### config.mk
export PLATFORM = sky130hd
export DESIGN_NAME = dbl_operand_screen
export DESIGN_NICKNAME = d
export VERILOG_FILES = /design/src/rtl/dbl_screen_pkg.sv /design/src/rtl/dbl_field_classify.sv /design/src/rtl/dbl_trap_policy.sv /design/src/rtl/dbl_flush_mux.sv /design/src/rtl/dbl_operand_screen.sv
export SDC_FILE = /design/constraint.sdc
export NUM_CORES = 1
export LEC_CHECK = 0
export BUFFER_PORTS_ARGS = -buffer_cell sky130_fd_sc_hd__buf_2
export CELL_PAD_IN_SITES_DETAIL_PLACEMENT = 1
export CELL_PAD_IN_SITES_GLOBAL_PLACEMENT = 1
export CORE_MARGIN = 2
export CORE_UTILIZATION = 14
export DETAILED_ROUTE_END_ITERATION = 8
export PLACE_DENSITY_LB_ADDON = 0.1
export SLEW_MARGIN = 20
export SYNTH_ARGS = -nofsm -noshare
export SYNTH_HDL_FRONTEND = slang
export SYNTH_SLANG_ARGS = --single-unit
### constraint.sdc
create_clock -name vclk -period 2.25
set_input_delay 0.1125 -clock vclk [all_inputs]
set_output_delay 0.1125 -clock vclk [all_outputs]
set_load 0.02 [all_outputs]
### src/rtl/dbl_screen_pkg.sv
package dbl_screen_pkg;

  typedef enum logic [1:0] {
    POL_PLAIN   = 2'b00,
    POL_COMPARE = 2'b01,
    POL_SWASSIST= 2'b10,
    POL_ALIAS   = 2'b11
  } policy_e;

  typedef enum logic [1:0] {
    TC_NONE      = 2'b00,
    TC_INVALID   = 2'b01,
    TC_OVERFLOW  = 2'b10,
    TC_UNDERFLOW = 2'b11
  } trap_code_e;

  typedef struct packed {
    logic exp_zero;
    logic exp_max;
    logic frac_nz;
  } opnd_class_t;

  // Which code a classified operand earns under a policy.
  function automatic trap_code_e pick_trap(input opnd_class_t c,
                                           input policy_e pol,
                                           input logic flush_en);
    trap_code_e code;
    code = TC_NONE;
    if (pol != POL_SWASSIST) begin
      if (c.exp_zero && c.frac_nz && !flush_en) begin
        code = TC_UNDERFLOW;
      end else if (c.exp_max) begin
        if (c.frac_nz)
          code = TC_INVALID;
        else if (pol != POL_COMPARE)
          code = TC_OVERFLOW;
      end
    end
    return code;
  endfunction

  // Whether the operand is replaced by a signed zero.
  function automatic logic want_flush(input opnd_class_t c,
                                      input policy_e pol,
                                      input logic flush_en);
    logic f;
    if (!flush_en || !c.exp_zero)
      f = 1'b0;
    else if (pol == POL_SWASSIST)
      f = 1'b1;
    else
      f = c.frac_nz;
    return f;
  endfunction

endpackage

### src/rtl/dbl_field_classify.sv
module dbl_field_classify
  import dbl_screen_pkg::*;
#(
  parameter int EXP_W  = 11,
  parameter int FRAC_W = 52
) (
  input  logic [EXP_W+FRAC_W:0] opnd_i,
  output opnd_class_t           cls_o
);
  localparam int DATA_W = 1 + EXP_W + FRAC_W;
  localparam int EXP_LO = FRAC_W;
  localparam int EXP_HI = DATA_W - 2;

  logic [EXP_W-1:0]  exp_field;
  logic [FRAC_W-1:0] frac_field;

  assign exp_field  = opnd_i[EXP_HI:EXP_LO];
  assign frac_field = opnd_i[FRAC_W-1:0];

  always_comb begin
    cls_o.exp_zero = (exp_field == '0);
    cls_o.exp_max  = &exp_field;
    cls_o.frac_nz  = |frac_field;
  end

  always_comb begin
    p_class_excl_r1 : assert (!(cls_o.exp_zero && cls_o.exp_max))
      else $error("exponent both zero and all-ones");
  end
endmodule

### src/rtl/dbl_trap_policy.sv
module dbl_trap_policy
  import dbl_screen_pkg::*;
(
  input  opnd_class_t cls_i,
  input  logic [1:0]  policy_i,
  input  logic        flush_en_i,
  output logic [1:0]  code_o,
  output logic        trap_o,
  output logic        flush_o
);
  policy_e    pol;
  trap_code_e code;

  assign pol     = policy_e'(policy_i);
  assign code    = pick_trap(cls_i, pol, flush_en_i);
  assign code_o  = code;
  assign trap_o  = (code != TC_NONE);
  assign flush_o = want_flush(cls_i, pol, flush_en_i);

  always_comb begin
    p_swassist_quiet_r7 : assert (!(pol == POL_SWASSIST && trap_o))
      else $error("trap under software-assisted policy");
    p_true_zero_r10 : assert (!(cls_i.exp_zero && !cls_i.frac_nz && trap_o))
      else $error("true zero trapped");
    p_flush_no_trap_r2 : assert (!(flush_o && trap_o))
      else $error("flushed operand also trapped");
    p_cmp_inf_r6 : assert (!(pol == POL_COMPARE && cls_i.exp_max &&
                             !cls_i.frac_nz && trap_o))
      else $error("compare policy trapped an infinity");
  end
endmodule

### src/rtl/dbl_flush_mux.sv
module dbl_flush_mux #(
  parameter int DATA_W = 64
) (
  input  logic [DATA_W-1:0] opnd_i,
  input  logic              flush_i,
  output logic [DATA_W-1:0] opnd_o
);
  logic [DATA_W-1:0] sign_only;

  assign sign_only = {opnd_i[DATA_W-1], {(DATA_W-1){1'b0}}};
  assign opnd_o    = flush_i ? sign_only : opnd_i;

  always_comb begin
    p_sign_kept_r1 : assert (opnd_o[DATA_W-1] == opnd_i[DATA_W-1])
      else $error("sign bit altered");
  end
endmodule

### src/rtl/dbl_operand_screen.sv
module dbl_operand_screen
  import dbl_screen_pkg::*;
#(
  parameter int EXP_W  = 11,
  parameter int FRAC_W = 52,
  localparam int DATA_W = 1 + EXP_W + FRAC_W
) (
  input  logic [DATA_W-1:0] opnd_i,
  input  logic              flush_en_i,
  input  logic [1:0]        policy_i,
  output logic [DATA_W-1:0] opnd_o,
  output logic              trap_o,
  output logic [1:0]        trap_code_o
);
  opnd_class_t cls;
  logic        flush_evt;
  logic        trap_evt;
  logic [1:0]  code_evt;

  dbl_field_classify #(.EXP_W(EXP_W), .FRAC_W(FRAC_W)) u_classify (
    .opnd_i (opnd_i),
    .cls_o  (cls)
  );

  dbl_trap_policy u_policy (
    .cls_i      (cls),
    .policy_i   (policy_i),
    .flush_en_i (flush_en_i),
    .code_o     (code_evt),
    .trap_o     (trap_evt),
    .flush_o    (flush_evt)
  );

  dbl_flush_mux #(.DATA_W(DATA_W)) u_flush (
    .opnd_i  (opnd_i),
    .flush_i (flush_evt),
    .opnd_o  (opnd_o)
  );

  assign trap_o      = trap_evt;
  assign trap_code_o = code_evt;

  always_comb begin
    p_passthru_r8 : assert (flush_evt || opnd_o == opnd_i)
      else $error("unflushed operand altered");
    p_trap_keeps_r3 : assert (!trap_o || opnd_o == opnd_i)
      else $error("trapped operand altered");
    p_flag_code_r9 : assert ((trap_code_o == 2'b00) == !trap_o)
      else $error("flag and code disagree");
  end
endmodule

* Word-level counts from Yosys, hierarchy flattened
Index checks and enable logic that the tools add are counted.
Widths: inputs -> output; s select.
** Word-level totals
- Register bits :: 0
- Input port bits :: 67
- Output and inout bits :: 67
- Word-level logic and storage cells :: 20
** Cells by class
- Equal/unequal tests :: 3
- Mux-type cells :: 8
- Reductions and logical operators :: 9
** Operators with widths (number)
- $mux 63 :: 1
- $reduce_or 52->1 :: 1
- $logic_not 11->1 :: 1
- $reduce_and 11->1 :: 1
- $mux 2 :: 5
- $eq 2x2->1 const B :: 1
- $logic_and 1x1->1 :: 2
- $logic_not 1->1 :: 2
- $mux 1 :: 2
- $ne 2x1->1 const B :: 1
- $ne 2x2->1 const B :: 1
- $reduce_bool 2->1 :: 1
- $logic_or 1x1->1 :: 1

* Logic depth before layout (Yosys ltp)
Gate-level depths: netlist (run 1).
- Depth after elaboration :: 7
- Depth in mapped cells :: 5
- Depth with buffers taken out :: 5

* By module
Synthesis (run 1) repeated with hierarchy kept, for this count alone.
** Unflattened totals
- Cells, all modules :: 107
- Area total of the unflattened synthesis :: 689.4 µm²
** By module, submodules not included
- dbl_flush_mux :: times used 1, cells each 70, area each 431.7 µm², seq. area each 0.0 µm²
- dbl_field_classify :: times used 1, cells each 26, area each 161.4 µm², seq. area each 0.0 µm²
- dbl_trap_policy :: times used 1, cells each 11, area each 96.3 µm², seq. area each 0.0 µm²

* Least setup slack after synthesis (run 1)
OpenSTA, ideal clock, no wires.
- Path type :: input port to output port
- Start point :: in opnd_i[21]
- End point :: out trap_code_o[1]
- Arrival time :: 1330 ps
- Data required time :: 2138 ps
- Slack :: 807 ps
- Stages on the path :: 5
- Path buffers :: 0
- Cells stage by stage :: nor4_1 -> nand4_1 -> nor4_4 -> mux2i_1 -> a21oi_1
** On the way
- Cells in the longest elaborated chain, start to end :: 5
- Elaborated cells between the ends (all ways) :: 7
- Classes of those cells :: 4 x mux; 3 x reduce/logical
** Ends and longest elaborated chain
- from (decl) :: line dbl_operand_screen.sv:8 : input logic [DATA_W-1:0] opnd_i,
- $reduce_or 52->1 (*) :: line dbl_field_classify.sv:23 : cls_o.frac_nz = |frac_field;
- $mux 2 / $logic_and 1x1->1 (equally long branches) :: line dbl_screen_pkg.sv:33, dbl_screen_pkg.sv:30
- $mux 2 / $logic_and 1x1->1 (equally long branches) :: line dbl_screen_pkg.sv:32, dbl_screen_pkg.sv:30
- $mux 2 (*) :: line dbl_screen_pkg.sv:30 : if (c.exp_zero && c.frac_nz && !flush_en) begin
- $mux 2 (*) :: line dbl_screen_pkg.sv:29 : if (pol != POL_SWASSIST) begin
- to (decl) :: line dbl_operand_screen.sv:13 : output logic [1:0] trap_code_o
Every way passes the cells marked *; elsewhere a longest branch is shown, timed or not.

* Worst setup path in the final report (run 1)
- Start point :: in opnd_i[6]
- End point :: out trap_code_o[1]
The elaborated chain is that of the path after synthesis.

==> run summary, run 1 <==
The most common cell in the synthesized netlist is sky130_fd_sc_hd__and2_1. The sequential cell area is 0 sq um. STA classifies the critical path startpoint as a primary input. The initial utilization of the core area, before any placement, comes to about 15%. The leakage power summed over all cells came out at between 0.0007 and 0.0008 uW. In this run the mean area of a mapped cell was 5.93 sq um. The count of pins over their slew limit is 0.

The largest stage delay on the critical path is roughly 0.38 ns. The detail route stage leaves a number of antenna-violating nets equal to 0. The congestion estimate from routability-driven global placement came to about 0.68. The worst setup path is of the in -> out kind.

Yosys printed 0 warnings. The commonest cells after synthesis are 52 x sky130_fd_sc_hd__and2_1, 16 x sky130_fd_sc_hd__clkbuf_1, 14 x sky130_fd_sc_hd__nor4_1. The count of vias placed by the detailed router is 1187. Summed over all instances, the cell type with the most area after synthesis is sky130_fd_sc_hd__and2_1. The largest individual stage delay along the critical path comes from the cell sky130_fd_sc_hd__nor4_4. After floorplanning, the core was divided into 24 placement rows.

The synthesized netlist net count came out at 173. The area growth from synthesis to layout came out at 107%. The portion of the clock cycle consumed by the worst path in the final layout is between 70 and 80%.

The utilization after layout came out at 30.1%. For this design the top-level I/O count stands at approximately 130. The run finished with clean final reports. Traced cell by cell, the critical path runs through buf_2 -> nor4_1 -> nand4_1 -> nor4_4 -> mux2i_1 -> a21oi_1 -> buf_2.

The residual overflow from global routing came out at 0. The total number of nets in the final design is approximately 290. The proportion of synthesized chip area in sequential cells came out at 0%. The highest attainable clock frequency is between 0.5 and 0.6 GHz. The mapped cell area came out at roughly 630 sq um. The detailed router finished its first iteration with 30 violations. The maximum number of pins on one net before global-route repair came out at 33. Port buffering added between 100 and 150 buffers. The per-cell routed wire length came out at around 12 um.

The final number of hold-violating endpoints came out at 0. The final-report setup violation count is 0. Post-CTS repair changed the size of 0 cells. In this run the worst hold path is classified as in -> out. The initial antenna violation count came out at 0. The wire length of the first global-routing pass came out at just under 5000 um. Data on the critical path is required at its endpoint by 2.14 ns. The total negative slack for setup checks is 0 ns. The post-CTS setup buffer count is 0. Buffers inserted to repair hold after CTS numbered 0. The clock period minus worst slack came out at approximately 1.7 ns.

In this run the standard cell core region covers roughly 0.0043 sq mm. The number of diodes added for antenna fixing is 0. The share of cells above drive strength 1 came out at 61.0%. The worst setup path is captured at an output port. Global routing consumed, over all layers together, around 11% of the routing resources. Using the TritonRoute via totals, the vias-per-cell ratio works out to between 4 and 5. The area share of the leading cell type in the synthesized netlist came out at 51.8%. The sequential cell count is 0. The overall routed net length is about 3200 um. The clock buffer count in the final layout is 0. The worst hold path passes through 0 cells. The HPWL after detailed placement is 2890 um.

The cell seen most often among critical-path stages is sky130_fd_sc_hd__buf_2. Setup repair after global routing left no endpoint under its margin. The via count of the first global-routing pass came out at about 1100. The width of the die is 71.0 um. The top fanout value on the critical path is 3. The number of maximum-capacitance violations came out at 0. The post-synthesis instance total came out at about 110.

Measured along the y axis, the die boundary spans ~70 um. The first detailed-routing pass ran for 4 iterations. The transition time of the tightest slew-check pin is 0.371 ns.

Yosys attributes the largest share of cell area to sky130_fd_sc_hd__and2_1 52%, sky130_fd_sc_hd__nor4_1 14%, sky130_fd_sc_hd__clkbuf_1 9.6%. The signal arrival time at the worst endpoint is 1.58 ns. The die covers between 0.005 and 0.006 sq mm.

The relative slew slack came out at approximately 75%. The count of cell types in the netlist came out at 17. The areal power density over the cells is roughly 190 mW/mm^2. The post-detailed-route DRC marker count is 0. The worst IR drop on VDD came out at about 46 uV.
[area by class of cell]
class | count | area [sq um]
timing repair buffer | 134 | 676
multi-input combinational | 87 | 553
inverter | 2 | 7.51
fill | 623 | 3020
tap | 52 | 65.1
[critical path: cells and delay by family]
family | cells | cell delay [ns]
AO/OA/AOI/OAI | 1 | 0.05
buffers and inverters | 2 | 0.27
multiplexers | 1 | 0.23
AND/OR/NAND/NOR | 3 | 0.92
[kinds of logic after synthesis]
family | share of synthesized area [%]
and+or+nand+nor | 81.9
AOI/OAI and AO/OA | 4.58
buffers and inverters | 12.0
muxes | 1.59
[through the flow]
stage | total power (uW) | setup slack [ns] | std cells | area, sq um | hold slack (ns)
2_1_floorplan | 129 | 0.807 | 106 | 628 | 0.338
3_3_place_gp | 250 | 0.502 | 275 | 1300 | 0.225
3_5_place_dp | 251 | 0.504 | 275 | 1300 | 0.225
4_1_cts | 251 | 0.500 | 275 | 1300 | 0.225
5_1_grt | 267 | 0.399 | 275 | 1300 | 0.225
6_report | 248 | 0.559 | 275 | 1300 | 0.225
[layout by cell type, fill, tap and decap left out, drive strengths merged]
cell type | Yosys | routed
mux2i | 1 | 1
buf | 1 | 134
and2 | 52 | 52
inv | 2 | 2
nor3 | 2 | 2
a21oi | 2 | 2
nand3 | 3 | 3
nor2 | 2 | 2
o21ai | 1 | 1
nand2 | 1 | 1
nand4 | 5 | 5
o22ai | 1 | 1
a21boi | 1 | 1
nor4 | 16 | 16
[worst paths after layout]
check / endpoint / startpoint / slack, ns
max: trap_code_o[1] / opnd_i[6] / 0.56
min: opnd_o[63] / opnd_i[63] / 0.23
[metal layers]
metal | GRT usage (%) | share of wire, %
met4 | 0 | 0
met3 | 1.71 | 10
met1 | 12.9 | 39
met5 | 0 | 0
met2 | 22.4 | 51
[report_power, final]
part           total [uW]  internal, uW  leakage (uW)  switching [uW]
sequential              0             0             0               0
combinational         248           107      0.000707             141
clock                   0             0             0               0
(Power assumes the default switching activity.)
==> run 2, diff against run 1 <==
Settings changed: CORE_UTILIZATION 14 to 13.
Clock period 2.25 ns to 1.6 ns, I/O delays scaled along.
==> run summary, run 2 (synthesis gave the netlist of run 1 again) <==
The run finished with clean final reports. The average via count per standard cell is ~4.3. The maximum number of pins on one net before global-route repair is 31. The final-report setup violation count came out at 0.

At the pin with the least slew margin, the transition time is approximately 0.37 ns. Counting the fill cells in the layout gives approximately 630. The launching element type of the critical path is a primary input.

The die height is 73.5 um. The total number of nets in the final design came out at just under 300. The worst slack at placement is -0.122 ns. The routability congestion estimate from global placement is between 0.6 and 0.7. In the finished design, the share of the clock period the worst path needs comes to between 90 and 100%.

VDD sags by at most 75.2 uV. The via count of the first global-routing pass came out at 1058. The number of diodes added for antenna fixing came out at 0. The post-detailed-route DRC marker count came out at 0. The worst setup path is captured at an output port. The area occupied by multi-input gates is approximately 680 sq um. The share of cells above drive strength 1 came out at about 67%.

The cell seen most often among critical-path stages is sky130_fd_sc_hd__nor4_4. The count of vias placed by the detailed router came out at around 1200. The top cell types in the final layout, fill and taps aside, are 125 x sky130_fd_sc_hd__buf_2, 52 x sky130_fd_sc_hd__and2_1, 7 x sky130_fd_sc_hd__nor4_4. The sequential cell count came out at 0. The core area came out at between 0.004 and 0.005 sq mm. Port buffering added 132 buffers. The worst setup path is of the in -> out kind. Setup repair after global routing could not meet its margin everywhere.

Leaving out filler cells and counting taps, the final layout contains 280. The site row count is 25. The top fanout value on the critical path is 2.

The final instance area is ~0.0015 sq mm. For this design the ratio of total power to cell area is between 200 and 300 mW/mm^2. The highest attainable clock frequency came out at 0.666 GHz.

The wire length of the first global-routing pass came out at 4550 um. The critical path data required time is roughly 1.5 ns. For this design the static power due to leakage is approximately 0.00075 uW. The overall track demand over capacity in global routing is roughly 10%. The sum of net half-perimeters after detailed placement came out at about 2900 um. Among all stages on the critical path, the largest delay is contributed by sky130_fd_sc_hd__nor4_4.

The worst path needs 1.50 ns of the cycle, external delays included. The final number of hold-violating endpoints came to 0. The signal arrival time at the worst endpoint is around 1.4 ns.

Global routing finished with a remaining overflow of 0. The clock buffer count in the final layout is 0. For this run, the slowest stage of the critical path takes around 0.35 ns. The initial antenna violation count is 0.

The post-placement cell count came out at between 200 and 300. The setup slack of the critical path after layout is 0.0981 ns. The top-level port count is ~130. The die is roughly 74 um wide. The count of pins over their slew limit came out at 0. The die covers about 0.0054 sq mm.

For the final routed database, the setup TNS stands at 0 ns. The detailed router's first-iteration violation count is 16. The standard cell area after detailed placement came out at ~0.0013 sq mm. The overall power consumption is roughly 390 uW. The relative slew slack is around 75%. Walking the worst path, the cells encountered are buf_2 -> nor4_4 -> nand3_2 -> nor4_4 -> mux2i_1 -> a21oi_1 -> buf_4. The initial standard-cell utilization of the core came out at roughly 13%. The tightest min-delay check is of the in -> out type. The per-cell routed wire length is between 10 and 15 um. The count of TritonRoute iterations in the first routing pass is 4. From synthesis to final layout, the design area changed by 138%.

The library cell used most frequently in the layout, excluding fill and tap cells, is sky130_fd_sc_hd__buf_2. The number of maximum-capacitance violations is 0. The sequential cell area is 0 sq um. The number of hold buffers added after CTS is 0. Wires add up to 3480 um. The count of nets left with antenna violations once routing finished came out at 0.
## run 2: cell count changes in the layout (fill, tap and decap cells not counted), sizes merged
| cell | before | now |
|---|---|---|
| buf | 134 | 137 |
## run 2: power breakdown
part           total, uW  internal (uW)  switching, uW
clock network          0              0              0
registers              0              0              0
logic                391            168            223
total                391            168            223
## run 2: worst max-delay path, delay by kind of cell
| family | cells | cell delay (ns) |
|---|---|---|
| AO/OA/AOI/OAI | 1 | 0.06 |
| buffers and inverters | 2 | 0.28 |
| multiplexers | 1 | 0.22 |
| AND/OR/NAND/NOR | 3 | 0.78 |
## run 2: path summary, 6_finish.rpt
path,slack [ns],endpoint,cells past startpoint,startpoint
worst max-delay path,0.1,trap_code_o[1],7,opnd_i[40]
worst min-delay path,0.16,opnd_o[63],0,opnd_i[63]
## run 2: cell type report
class	instances	share of cell area, %
multi-input combinational	87	45.5
tap	54	4.53
timing repair buffer	137	49.5
inverter	2	0.503
## run 2: per-stage QoR
stage / util (%) / hold WS (ns)
after floorplan: - / 0.273
after global placement: 28.3 / 0.160
after detailed placement: 28.3 / 0.160
after CTS: 29.3 / 0.160
after global routing: 31.8 / 0.160
final: 31.8 / 0.160
## run 2: layer usage
layer | track usage (%) | up-vias | share of wire, %
li1 | - | 598 | -
met1 | 11.8 | 534 | 36
met2 | 20.2 | 70 | 54
met3 | 1.37 | 0 | 10
met4 | 0 | 0 | 0
met5 | 0 | - | 0
## run 2: repair_timing
| action | in CTS | in global routing |
|---|---|---|
| setup endpoints to repair | 1 | 3 |
| setup buffers | 1 | 0 |
| pin swaps | 5 | 7 |
| gates resized for setup | 8 | 18 |
==> run 3, diff against run 2 <==
Settings changed: CORE_ASPECT_RATIO set to 2.
==> run summary, run 3 (synthesis gave the netlist of run 1 again) <==
The run finished with clean final reports. The overall routed net length came out at roughly 3600 um. The count of TritonRoute iterations in the first routing pass came out at 4. The critical path data required time came out at between 1.5 and 2 ns. The maximum number of pins on one net before global-route repair is 38. The core region is about 0.0046 sq mm. The setup slack of the critical path after layout is about 0.060 ns. The count of pins over their slew limit is 0. The kind of end point of the critical path is an output port. The number of port buffers is between 100 and 150. Row generation in the floorplan step produced 35 rows. In the layout the commonest cells are 122 x sky130_fd_sc_hd__buf_2, 52 x sky130_fd_sc_hd__and2_1, 8 x sky130_fd_sc_hd__buf_6. Once layout is complete, the utilization of the core stands at around a third. The signal on the critical path passes through buf_2 -> nor4_1 -> nand4_1 -> nor4_4 -> mux2i_1 -> a21oi_1 -> buf_4. The worst hold path passes through 0 cells.

The die is 53.2 um wide. The die height is around 100 um. The detailed router's first-iteration violation count came out at 5. The average via count per standard cell is between 4 and 5. Once placement finished, the instance area stood at approximately 0.0013 sq mm. The clock period could shrink to ~1.5 ns. The transition time of the tightest slew-check pin is ~0.37 ns.

The critical path depth in cells is 7. The area growth from synthesis to layout is 139%. The sum of net half-perimeters after detailed placement came out at 3180 um. Cells with a size suffix above 1 make up between 60% and 70% of the layout. The clock buffer count in the final layout came out at 0. The most common library cell in the layout ignoring fill and taps is sky130_fd_sc_hd__buf_2. Setup repair after global routing could not meet its margin everywhere.

The first global-routing pass estimated just under 5000 um of wire. The initial antenna violation count came to 0. The sequential cell area is 0 sq um.

The number of diodes added for antenna fixing is 0. Setup total negative slack on the finished layout was measured at 0 ns. The min-delay analysis places its worst path in the category in -> out. The largest stage delay on the critical path is between 0.3 and 0.4 ns. The areal power density over the cells is around 260 mW/mm^2.

The residual overflow from global routing came out at 0. The count of antenna-violating nets left after detailed routing came out at 0. The initial standard-cell utilization of the core came out at between 10% and 20%. The highest attainable clock frequency came out at between 0.6 and 0.7 GHz. The via count of the first global-routing pass came to about 1100. The routability congestion estimate from global placement is around 0.73.

The top fanout value on the critical path is 2. The classification of the worst setup path is in -> out. Setup violations remaining at the end of the flow were counted as 0. The worst slack at placement is -0.120 ns. The buffer and inverter count on the worst path is 2. The count of vias placed by the detailed router came out at about 1200. The worst IR drop on VDD came out at 104 uV.

The leakage power summed over all cells is around 0.00076 uW. The relative slew slack is between 70% and 80%. The cell family contributing the most delay on the critical path is simple AND/OR/NAND/NOR gates.

The cell type of the slowest stage on the worst timing path is sky130_fd_sc_hd__nor4_1. The launching element type of the critical path is a primary input. The number of maximum-capacitance violations came out at 0. The signal arrival time at the worst endpoint is roughly 1.5 ns. For this run, the post-layout net count is approximately 300. The final number of hold-violating endpoints came to 0. The worst path uses 96.3% of the clock period. Dividing the detail-routed wire length by the instance count gives roughly 13 um. The final instance area came out at 0.00150 sq mm. The die area is 0.00544 sq mm. There are 0 flip-flops and latches. Global routing used between 10% and 20% of the available tracks across all layers. between 100 and 150 I/O pins were placed. The post-detailed-route DRC marker count came out at 0.
run 3: cell type report:
class              instances  area (sq um)
multi-input cells         87           661
well taps                 55          68.8
repair buffers           137           766
fillers                  627          3140
inverters                  2          7.51
run 3: path summary, 6_finish.rpt:
check | slack [ns] | endpoint | from
setup / recovery | 0.06 | trap_code_o[1] | opnd_i[45]
hold / removal | 0.16 | opnd_o[63] | opnd_i[63]
run 3: layer usage:
layer | part of all wire, % | routed length [um] | GRT usage (%)
met1 | 29 | 1060 | 9.96
met5 | 0 | 0 | 0
met3 | 12 | 428 | 1.61
met2 | 58 | 2090 | 27.0
met4 | 1.3 | 46 | 0
run 3: repair_timing:
item	CTS	global route
endpoints found under the setup margin	3	54
gates cloned	0	0
setup buffers	0	1
hold buffers	0	0
resized for setup	11	17
pin swaps	4	6
run 3: stage by stage:
stage | hold slack [ns] | total power (uW) | instances
finish | 0.160 | 389 | 281
global route | 0.160 | 421 | 281
CTS | 0.160 | 372 | 280
detailed placement | 0.160 | 358 | 280
global placement | 0.160 | 356 | 280
floorplan | 0.273 | 182 | 106
run 3: where the power goes:
| part | leakage (uW) | internal [uW] | switching [uW] |
|---|---|---|---|
| clock | 0 | 0 | 0 |
| combinational | 0.000755 | 168 | 221 |
| sequential | 0 | 0 | 0 |
| total | 0.000755 | 168 | 221 |
